--- src/rtl/burst_pkg.sv ---
package burst_pkg;
  localparam int CODE_W = 12;
  typedef logic [CODE_W-1:0] code_t;

  typedef enum logic [1:0] {
    OPT_NONE = 2'd0,
    OPT_LOW  = 2'd1,
    OPT_HIGH = 2'd2
  } burst_opt_e;

  typedef enum logic [1:0] {
    ST_NORMAL    = 2'd0,
    ST_BURST_OFF = 2'd1,
    ST_BURST_ON  = 2'd2
  } burst_st_e;

  // Option from the feedback code sampled at turn-on
  function automatic burst_opt_e classify_opt(input code_t fb, input code_t low_min,
                                              input code_t low_max);
    if (fb < low_min)       return OPT_NONE;
    else if (fb <= low_max) return OPT_LOW;
    else                    return OPT_HIGH;
  endfunction

  function automatic code_t entry_level(input burst_opt_e opt, input code_t ent_hi,
                                        input code_t ent_lo);
    case (opt)
      OPT_HIGH: return ent_hi;
      OPT_LOW:  return ent_lo;
      default:  return '0;
    endcase
  endfunction

  function automatic code_t ilim_level(input logic in_burst, input burst_opt_e opt,
                                       input code_t norm, input code_t hi, input code_t lo);
    if (!in_burst)            return norm;
    else if (opt == OPT_LOW)  return lo;
    else                      return hi;
  endfunction
endpackage

--- src/rtl/bc_option_latch.sv ---
module bc_option_latch
  import burst_pkg::*;
#(
  parameter code_t LOW_MIN = 12'd1730,
  parameter code_t LOW_MAX = 12'd2890
) (
  input  logic       clk,
  input  logic       rst_n,
  input  logic       vcc_on,
  input  code_t      fb_code,
  output burst_opt_e opt,
  output logic       frozen
);
  always_ff @(posedge clk or negedge rst_n) begin
    if (!rst_n) begin
      opt    <= OPT_HIGH;
      frozen <= 1'b0;
    end else if (vcc_on && !frozen) begin
      opt    <= classify_opt(fb_code, LOW_MIN, LOW_MAX);
      frozen <= 1'b1;
    end
  end

  // once taken, the option never moves
  a_r2_option_frozen: assert property (@(posedge clk) disable iff (!rst_n)
    frozen |=> (frozen && $stable(opt)));
endmodule

--- src/rtl/bc_entry_timer.sv ---
module bc_entry_timer #(
  parameter int BLANK_MS = 36
) (
  input  logic clk,
  input  logic rst_n,
  input  logic arm,
  input  logic below,
  input  logic ms_tick,
  output logic enter_req
);
  localparam int CNT_W = $clog2(BLANK_MS + 1);
  localparam logic [CNT_W-1:0] LAST = CNT_W'(BLANK_MS - 1);

  logic [CNT_W-1:0] cnt;
  logic             qualify;

  assign qualify   = arm && below;
  assign enter_req = qualify && ms_tick && (cnt == LAST);

  always_ff @(posedge clk or negedge rst_n) begin
    if (!rst_n)          cnt <= '0;
    else if (!qualify)   cnt <= '0;
    else if (ms_tick)    cnt <= (cnt == LAST) ? '0 : cnt + 1'b1;
  end

  // a dropout cycle empties the window
  a_r4_window_restarts: assert property (@(posedge clk) disable iff (!rst_n)
    !qualify |=> (cnt == '0));
  // a request only comes on a tick
  a_r3_request_on_tick: assert property (@(posedge clk) disable iff (!rst_n)
    enter_req |-> ms_tick);
endmodule

--- src/rtl/bc_burst_fsm.sv ---
module bc_burst_fsm
  import burst_pkg::*;
(
  input  logic      clk,
  input  logic      rst_n,
  input  logic      restart,
  input  logic      enter_req,
  input  code_t     fb_code,
  input  code_t     on_lvl,
  input  code_t     off_lvl,
  input  code_t     exit_lvl,
  output burst_st_e st
);
  burst_st_e st_nx;
  logic      in_burst;
  logic      exit_hit;

  assign in_burst = (st != ST_NORMAL);
  assign exit_hit = fb_code > exit_lvl;

  always_comb begin
    st_nx = st;
    if (!in_burst) begin
      if (enter_req && !restart) st_nx = ST_BURST_OFF;
    end else if (restart || exit_hit) begin
      st_nx = ST_NORMAL;
    end else if (fb_code > on_lvl) begin
      st_nx = ST_BURST_ON;
    end else if (fb_code <= off_lvl) begin
      st_nx = ST_BURST_OFF;
    end
  end

  always_ff @(posedge clk or negedge rst_n) begin
    if (!rst_n) st <= ST_NORMAL;
    else        st <= st_nx;
  end

  // reaching the off level stops switching
  a_r6_off_stops: assert property (@(posedge clk) disable iff (!rst_n)
    (in_burst && !restart && (fb_code <= off_lvl)) |=> (st == ST_BURST_OFF));
  // a load step ends burst mode
  a_r8_exit_on_step: assert property (@(posedge clk) disable iff (!rst_n)
    (in_burst && exit_hit) |=> (st == ST_NORMAL));
  // restart always leaves burst mode
  a_r10_restart_clears: assert property (@(posedge clk) disable iff (!rst_n)
    restart |=> (st == ST_NORMAL));
endmodule

--- src/rtl/burst_ctrl.sv ---
module burst_ctrl
  import burst_pkg::*;
#(
  parameter int    BLANK_MS    = 36,
  parameter code_t ENTRY_HI    = 12'd1030,
  parameter code_t ENTRY_LO    = 12'd930,
  parameter code_t ISO_ON      = 12'd2350,
  parameter code_t ISO_OFF     = 12'd2000,
  parameter code_t NISO_ON     = 12'd1950,
  parameter code_t NISO_OFF    = 12'd1550,
  parameter code_t EXIT_LVL    = 12'd2730,
  parameter code_t OPT_LOW_MIN = 12'd1730,
  parameter code_t OPT_LOW_MAX = 12'd2890,
  parameter code_t ILIM_NORM   = 12'd800,
  parameter code_t ILIM_HI     = 12'd270,
  parameter code_t ILIM_LO     = 12'd220
) (
  input  logic              clk,
  input  logic              rst_n,
  input  logic [CODE_W-1:0] fb_code,
  input  logic              vcc_on,
  input  logic              non_iso,
  input  logic              ms_tick,
  input  logic              prot_restart,
  output logic              sw_en,
  output logic              burst_active,
  output logic [CODE_W-1:0] ilim_code,
  output logic              freq_sel,
  output logic              slope_en
);
  burst_opt_e opt;
  logic       opt_frozen;
  burst_st_e  st;
  code_t      ent_lvl;
  code_t      on_lvl;
  code_t      off_lvl;
  logic       below_entry;
  logic       entry_armed;
  logic       enter_req;

  bc_option_latch #(.LOW_MIN(OPT_LOW_MIN), .LOW_MAX(OPT_LOW_MAX)) i_opt (
    .clk(clk), .rst_n(rst_n), .vcc_on(vcc_on), .fb_code(fb_code),
    .opt(opt), .frozen(opt_frozen)
  );

  assign ent_lvl     = entry_level(opt, ENTRY_HI, ENTRY_LO);
  assign below_entry = fb_code < ent_lvl;
  assign entry_armed = opt_frozen && (opt != OPT_NONE) && (st == ST_NORMAL) && !prot_restart;
  assign on_lvl      = non_iso ? NISO_ON  : ISO_ON;
  assign off_lvl     = non_iso ? NISO_OFF : ISO_OFF;

  bc_entry_timer #(.BLANK_MS(BLANK_MS)) i_timer (
    .clk(clk), .rst_n(rst_n), .arm(entry_armed), .below(below_entry),
    .ms_tick(ms_tick), .enter_req(enter_req)
  );

  bc_burst_fsm i_fsm (
    .clk(clk), .rst_n(rst_n), .restart(prot_restart), .enter_req(enter_req),
    .fb_code(fb_code), .on_lvl(on_lvl), .off_lvl(off_lvl), .exit_lvl(EXIT_LVL),
    .st(st)
  );

  assign burst_active = (st != ST_NORMAL);
  assign sw_en        = (st != ST_BURST_OFF);
  assign freq_sel     = burst_active;
  assign slope_en     = !burst_active;
  assign ilim_code    = ilim_level(burst_active, opt, ILIM_NORM, ILIM_HI, ILIM_LO);

  // entry is preceded by a low feedback cycle
  a_r3_entry_from_low: assert property (@(posedge clk) disable iff (!rst_n)
    $rose(burst_active) |-> $past(below_entry));
  // the no-burst option never shows burst mode
  a_r5_none_stays_normal: assert property (@(posedge clk) disable iff (!rst_n)
    (opt == OPT_NONE) |-> !burst_active);
  // no burst before an option is taken
  a_r11_needs_latch: assert property (@(posedge clk) disable iff (!rst_n)
    !opt_frozen |-> !burst_active);
  // reduced current limit while bursting
  a_r9_reduced_limit: assert property (@(posedge clk) disable iff (!rst_n)
    burst_active |-> (ilim_code < ILIM_NORM));
endmodule

--- config.mk ---
export PLATFORM = sky130hd
export DESIGN_NAME = burst_ctrl
export DESIGN_NICKNAME = d
export VERILOG_FILES = /design/src/rtl/burst_pkg.sv /design/src/rtl/bc_option_latch.sv /design/src/rtl/bc_entry_timer.sv /design/src/rtl/bc_burst_fsm.sv /design/src/rtl/burst_ctrl.sv
export SDC_FILE = /design/constraint.sdc
export NUM_CORES = 1
export LEC_CHECK = 0
export ABC_AREA = 1
export CAP_MARGIN = 20
export CORE_MARGIN = 4
export CORE_UTILIZATION = 55
export CTS_CLUSTER_SIZE = 12
export DETAILED_ROUTE_END_ITERATION = 10
export GPL_ROUTABILITY_DRIVEN = 1
export PLACE_DENSITY_LB_ADDON = 0.15
export SLEW_MARGIN = 20
export SYNTH_ARGS = -nofsm -noshare
export SYNTH_HDL_FRONTEND = slang
export SYNTH_SLANG_ARGS = --single-unit
--- constraint.sdc ---
create_clock -name clk -period 3.25 [get_ports clk]
set_input_delay 0.4875 -clock clk [delete_from_list [all_inputs] [get_ports clk]]
set_output_delay 0.4875 -clock clk [all_outputs]
set_load 0.01 [all_outputs]
### Word level (Yosys, flattened, before mapping)

Index checks and enable logic that the tools add are counted.

* word-level logic and storage cells: 49
* input bits: 18
* register bits: 11

* $lt $le $gt $ge: 6
* add/subtract/negate cells: 1
* reduce and logical (&&, ||, !) cells: 17
* eq/ne operators: 6
* multiplexer cells: 15

Operators with widths (number)
* case mux 11 bit (2 select lines): 1
* 2-to-1 mux 6 bit: 3
* 2-to-1 mux 9 bit: 2
* 2-to-1 mux 2 bit: 7
* > comparator 12 bit: 1
* > comparator 12 bit (second input constant): 1
* <= comparator 12 x 11 -> 1 bit: 1
* <= comparator 12 bit (second input constant): 1
* < comparator 12 x 11 -> 1 bit (second input constant): 1
* < comparator 12 bit: 1
* 2-to-1 mux 12 bit: 1
* 2-to-1 mux 10 bit: 1
* logical AND 1 bit: 8
* adder 6 x 1 -> 6 bit (second input constant): 1
* equality test 6 bit (second input constant): 1
* nonzero test 2 bit: 3
* != test 4 bit (second input constant): 1
* logical NOT 1 bit: 3
* equality test 2 x 1 -> 1 bit (second input constant): 1
* equality test 2 bit (second input constant): 1
* logical NOT 2 bit: 1
* != test 2 x 1 -> 1 bit (second input constant): 1
* != test 2 bit (second input constant): 1
* AND reduction 2 bit: 1
* logical OR 1 bit: 1

### Depth between registers and ports, before layout

* depth after elaboration: 10
* mapped depth: 11
* depth with buffers taken out: 11

### Modules after synthesis

Synthesis repeated with hierarchy kept, for this count alone.

* cell total of the unflattened synthesis: 358
* area, all modules: 2214.6 um^2

Modules (own cells, without submodules)
* bc_burst_fsm: cells an instance 197, times used 1, area an instance 1198.6 um^2
* burst_ctrl: cells an instance 65, times used 1, area an instance 387.9 um^2
* bc_entry_timer: cells an instance 51, times used 1, area an instance 359.1 um^2
* bc_option_latch: cells an instance 45, times used 1, area an instance 269.0 um^2

### Worst setup path after synthesis

Ideal clock, no wire load.

* kind: register to register
* start point: reg i_opt.opt[1]
* end point: reg i_timer.cnt[2]
* slack: 1312 ps
* cell stages (with the launch flop): 12
* period minus slack after synthesis: 1938 ps
* data arrival time: 1873 ps
* cell sequence: dfstp_2 inv_1 ha_1 inv_1 ha_1 a21oi_1 a21oi_1 o21ai_1 nand4_1 nor2_2 nand2_1 nand2_1

* word-level cells in the longest chain between the ends: 6
* elaborated cells between the ends (all ways): 11

Ends and longest elaborated chain
* start, declared: line bc_option_latch.sv:11 `output burst_opt_e opt,`
* start signal, assigned: line bc_option_latch.sv:19 `opt <= classify_opt(fb_code, LOW_MIN, LOW_MAX);`
* branches (longest 4 deep; another with < comparator 12 bit)
* logical AND 1 bit (*): line bc_entry_timer.sv:17 `assign qualify = arm && below;`
* != test 2 bit (no source line) / 2-to-1 mux 6 bit (equally long branches)
* end signal, assigned: line bc_entry_timer.sv:23 `else if (ms_tick) cnt <= (cnt == LAST) ? '0 : cnt + 1'b1;`
* end, declared: line bc_entry_timer.sv:14 `logic [CNT_W-1:0] cnt;`

Mark *: on every way between the ends.
A chain may end at the register's enable or synchronous reset.

### Worst setup path after layout

* start point: reg i_opt.opt[1]
* end point: out ilim_code[8]

* word-level cells in the longest chain between the ends: 3

Ends and longest elaborated chain
* equality test 2 x 1 -> 1 bit: line burst_pkg.sv:37 `else if (opt == OPT_LOW) return lo;`
* 2-to-1 mux 9 bit: line burst_pkg.sv:37
* 2-to-1 mux 10 bit: line burst_pkg.sv:36 `if (!in_burst) return norm;`
* end, declared: line burst_ctrl.sv:27 `output logic [CODE_W-1:0] ilim_code,`

No other way between the ends.

==> impl_metrics.prom <==
# TYPE chip_impl_metric gauge
chip_impl_info{name="status",value="complete, no violations"} 1
chip_impl_info{name="timing.critical_path.slowest_stage_cell",value="sky130_fd_sc_hd__dfstp_2"} 1
chip_impl_metric{name="drt-total-wl",unit="um"} 3410
chip_impl_metric{name="pin_count_of_the_biggest_net_entering_global_routing",unit=""} 12
chip_impl_metric{name="yosys.cell_types.count",unit=""} 27
chip_impl_metric{name="cts.sinks",unit=""} 11
chip_impl_metric{name="placed_cells",unit=""} 287
chip_impl_metric{name="logic_depth_of_the_worst_register_to_register_path",unit=""} 11
chip_impl_metric{name="layout.core_utilization",unit=""} 0.707
chip_impl_info{name="crit_start",value="i_opt.opt[1]"} 1
chip_impl_metric{name="grt_pass1_wl",unit="um"} 5530
chip_impl_metric{name="crit_buf_inv",unit=""} 4
chip_impl_metric{name="route.detailed.wl_per_inst",unit="um"} 11.7
chip_impl_info{name="root_buffer",value="sky130_fd_sc_hd__clkbuf_4"} 1
chip_impl_metric{name="final_replace_weighted_congestion",unit=""} 0.895
chip_impl_metric{name="insertion_delay",unit="ns"} 0.28
chip_impl_metric{name="ys_ff_latch",unit=""} 11
chip_impl_metric{name="power_report.internal_total",unit="uW"} 232
chip_impl_metric{name="final_min_period_over_clock_period",unit=""} 0.742
chip_impl_metric{name="timing.reg2reg.setup_slack",unit="ns"} 1.04
chip_impl_metric{name="route.detailed.vias_per_inst",unit=""} 5.31
chip_impl_metric{name="ctsResizeCount",unit=""} 0
chip_impl_info{name="cp-end-kind",value="output port"} 1
chip_impl_info{name="hold_path_startpoint",value="i_opt.frozen"} 1
chip_impl_metric{name="seq_area_frac_synth",unit=""} 0.184
chip_impl_metric{name="postSynthCellCount",unit=""} 235
chip_impl_metric{name="cts-buffers-inserted",unit=""} 3
chip_impl_metric{name="critical_path_required",unit="ns"} 2.76
chip_impl_metric{name="cap_viol_max_count",unit=""} 0
chip_impl_metric{name="cts.htree.levels",unit=""} 1
chip_impl_metric{name="irDropWorstVdd",unit="mV"} 0.240
chip_impl_metric{name="combPwrFrac",unit=""} 0.337
chip_impl_metric{name="via_count_of_the_first_global_routing_pass",unit=""} 1248
chip_impl_metric{name="io_buffer_count",unit=""} 30
chip_impl_metric{name="post_layout_nonfiller_instances",unit=""} 291
chip_impl_metric{name="ctsLongestPathBuffers",unit=""} 2
chip_impl_info{name="tritoncts_clock_tree",value="yes"} 1
chip_impl_metric{name="num_antenna_cells",unit=""} 0
chip_impl_metric{name="hold_viol",unit=""} 0
chip_impl_metric{name="post_synth_instance_area",unit="um2"} 1500
chip_impl_metric{name="finalSetupViolations",unit=""} 0
chip_impl_metric{name="slew_headroom",unit=""} 0.658
chip_impl_metric{name="timing_max_transition_violations_final",unit=""} 0
chip_impl_metric{name="path_clk_slew",unit="ns"} 0.06
chip_impl_metric{name="post-route-drc-count",unit=""} 0
chip_impl_metric{name="post-layout-total-power",unit="uW"} 352
chip_impl_info{name="crit-reg2reg-capture",value="i_timer.cnt[0]"} 1
chip_impl_metric{name="critical_path_arrival",unit="ns"} 1.93
chip_impl_info{name="hold_path.class",value="reg2reg"} 1
chip_impl_metric{name="crit_fanout",unit=""} 5
chip_impl_metric{name="number_of_antenna_violations_at_the_first_check_in_global_routing",unit=""} 0
chip_impl_metric{name="die_h",unit="um"} 60.3
chip_impl_info{name="path_cells",value="inv_1, ha_1, inv_1, nor2_1, inv_1, clkdlybuf4s50_1"} 1
chip_impl_metric{name="area_growth",unit="%"} 19.7
chip_impl_metric{name="clock_power_share",unit=""} 0.274
chip_impl_metric{name="preCtsSetupSlack",unit="ns"} 0.595
chip_impl_metric{name="dieWidth",unit="um"} 60.3
chip_impl_metric{name="tightest_slew",unit="ns"} 0.512
chip_impl_metric{name="power.density",unit="nW/um2"} 196
chip_impl_metric{name="layout-drive-gt1-share",unit=""} 0.0575
chip_impl_metric{name="drt_first_pass_iters",unit=""} 5
chip_impl_info{name="rsz_0062_raised_after_global_routing",value="false"} 1
chip_impl_metric{name="p_sw_frac",unit=""} 0.340
chip_impl_metric{name="number_of_buffers_inserted_to_repair_setup_after_cts",unit=""} 0
chip_impl_metric{name="synth.avg_cell_area",unit="um2"} 6.39
chip_impl_info{name="ff_to_ff_start",value="i_opt.opt[1]"} 1
chip_impl_info{name="worst_path_most_repeated_cell",value="sky130_fd_sc_hd__inv_1"} 1
chip_impl_metric{name="fp.dieArea",unit="um2"} 3630
chip_impl_metric{name="finClkSkew",unit="ns"} 0.00843
chip_impl_info{name="cpLargestDelayFamily",value="buffers and inverters"} 1
chip_impl_metric{name="track_usage",unit=""} 0.205
chip_impl_metric{name="yosysWarnings",unit=""} 0
chip_impl_metric{name="finish.net_count",unit=""} 303
chip_impl_metric{name="max_stage_delay",unit="ns"} 0.54
chip_impl_metric{name="postRouteAntennaNets",unit=""} 0
chip_impl_metric{name="vias",unit=""} 1545
chip_impl_metric{name="maxClockFrequency",unit="MHz"} 414
chip_impl_metric{name="timing.final.ws_setup",unit="ns"} 0.837
chip_impl_metric{name="cellLeakagePower",unit="uW"} 0.000901
chip_impl_metric{name="overflow",unit=""} 0
chip_impl_metric{name="core.rowCount",unit=""} 18
chip_impl_metric{name="setup_tns",unit="ns"} 0
chip_impl_metric{name="hpwlAfterDp",unit="um"} 2810
chip_impl_info{name="startpoint_type",value="flop"} 1
chip_impl_info{name="endpoint",value="ilim_code[8]"} 1
chip_impl_metric{name="core_area",unit="um2"} 2540
chip_impl_metric{name="drt_first_iter_violations",unit=""} 70
chip_impl_metric{name="power.sequential.fraction",unit=""} 0.389
chip_impl_metric{name="min_tclk_post_route",unit="ns"} 2.41
chip_impl_metric{name="net_switching_power",unit="uW"} 120
chip_impl_metric{name="initial_core_util",unit=""} 0.590
chip_impl_metric{name="postCtsHoldBufs",unit=""} 0
chip_impl_info{name="worstSetupPathType",value="reg2out"} 1
chip_impl_metric{name="i_o_pin_count",unit=""} 34
chip_impl_metric{name="worstSetupPathDepth",unit=""} 6
-- metrics by stage --
stage	area [um2]	hold WS, ns
4_1_cts	1800	0.489
5_1_grt	1800	0.523
3_3_place_gp	1770	0.457
2_1_floorplan	1510	0.192
3_5_place_dp	1770	0.471
6_report	1800	0.479
-- flip-flops by register name (all words and copies together), names as in the netlist --
register and cells:
i_timer.cnt 6, i_fsm.st 2, i_opt.opt 2, i_opt.frozen 1
-- worst min-delay path by stage --
stage                     cells past startpoint      endpoint
after detailed placement                      2  i_opt.frozen
after global routing                          2  i_opt.frozen
final                                         2  i_opt.frozen
after global placement                        2  i_opt.frozen
after floorplan                               0   i_fsm.st[0]
after CTS                                     2  i_opt.frozen
-- power groups by stage --
stage          combinational, uW  sequential, uW  clock, uW
2_1_floorplan               67.8             140          0
3_3_place_gp                 116             139          0
3_5_place_dp                 117             139          0
4_1_cts                      117             137        101
5_1_grt                      135             137        111
6_report                     119             137       96.2
-- cell usage after synthesis --
cell / instances / area share
sky130_fd_sc_hd__nand2_2: 1 / 0.0042
sky130_fd_sc_hd__nand2_1: 64 / 0.16
sky130_fd_sc_hd__a21oi_1: 9 / 0.030
sky130_fd_sc_hd__a31oi_1: 2 / 0.0083
sky130_fd_sc_hd__nor3_1: 8 / 0.027
sky130_fd_sc_hd__inv_2: 3 / 0.0075
sky130_fd_sc_hd__o21ai_2: 1 / 0.0058
sky130_fd_sc_hd__nor3_2: 2 / 0.013
sky130_fd_sc_hd__o21a_1: 1 / 0.0050
sky130_fd_sc_hd__buf_4: 10 / 0.050
sky130_fd_sc_hd__nor2_2: 1 / 0.0042
sky130_fd_sc_hd__ha_1: 23 / 0.19
sky130_fd_sc_hd__nor2_1: 29 / 0.072
sky130_fd_sc_hd__dfrtp_1: 10 / 0.17
sky130_fd_sc_hd__nand4_1: 11 / 0.046
sky130_fd_sc_hd__xor2_1: 2 / 0.012
sky130_fd_sc_hd__a21oi_2: 1 / 0.0058
sky130_fd_sc_hd__conb_1: 1 / 0.0025
sky130_fd_sc_hd__nand3b_1: 1 / 0.0050
sky130_fd_sc_hd__dfstp_2: 1 / 0.017
sky130_fd_sc_hd__nor2_4: 1 / 0.0075
sky130_fd_sc_hd__xnor2_1: 2 / 0.012
sky130_fd_sc_hd__o21ai_1: 1 / 0.0033
sky130_fd_sc_hd__nand3_1: 14 / 0.047
sky130_fd_sc_hd__nand3_2: 1 / 0.0067
sky130_fd_sc_hd__o21ai_0: 4 / 0.013
sky130_fd_sc_hd__inv_1: 31 / 0.077
-- area by class of cell --
cell class / count / area, um2
clock buffers: 4 / 26.3
flip-flops and latches: 11 / 277
inverters: 34 / 128
repair buffers: 30 / 300
fillers: 241 / 746
multi-input cells: 182 / 1030
well taps: 30 / 37.5
-- layout by cell type, fill, tap and decap left out, drive strengths merged --
| cell | instances |
|---|---|
| xor2 | 2 |
| ha | 23 |
| nor2 | 31 |
| nor3 | 10 |
| conb | 3 |
| a21oi | 10 |
| o21ai | 6 |
| nand3 | 15 |
| clkbuf | 4 |
| dfstp | 1 |
| nand2 | 65 |
| o21a | 1 |
| clkdlybuf4s50 | 30 |
| dfrtp | 10 |
| xnor2 | 2 |
| inv | 34 |
| a31oi | 2 |
| nand3b | 1 |
| nand4 | 11 |
-- kinds of logic after synthesis --
family                     Yosys count  share of synthesized area
and+or+nand+nor                    133                      0.392
buffers and inverters               44                      0.135
adders and majority gates           23                      0.192
AOI/OAI and AO/OA                   19                     0.0716
DFF                                 11                      0.184
xor gates and xnor gates             4                     0.0233
other                                1                    0.00250
-- worst reg2reg max path, stage by stage (launching register included) --
cell and delay (ns):
sky130_fd_sc_hd__dfstp_2 0.54, sky130_fd_sc_hd__inv_1 0.06, sky130_fd_sc_hd__ha_1 0.20, sky130_fd_sc_hd__inv_1 0.16, sky130_fd_sc_hd__ha_1 0.27, sky130_fd_sc_hd__a21oi_1 0.14
sky130_fd_sc_hd__a21oi_1 0.07, sky130_fd_sc_hd__o21ai_1 0.15, sky130_fd_sc_hd__nand4_1 0.14, sky130_fd_sc_hd__nor2_2 0.25, sky130_fd_sc_hd__nand2_1 0.08, sky130_fd_sc_hd__nand2_1 0.07
-- layer usage --
layer  vias to the layer above  global-route usage  wire length (um)
met5                         -                   0                 0
met4                         0              0.0475                41
met3                         5              0.0497               334
met2                        64               0.298              1430
met1                       671               0.302              1610
li1                        805                   -                 -
(Power assumes the default switching activity.)
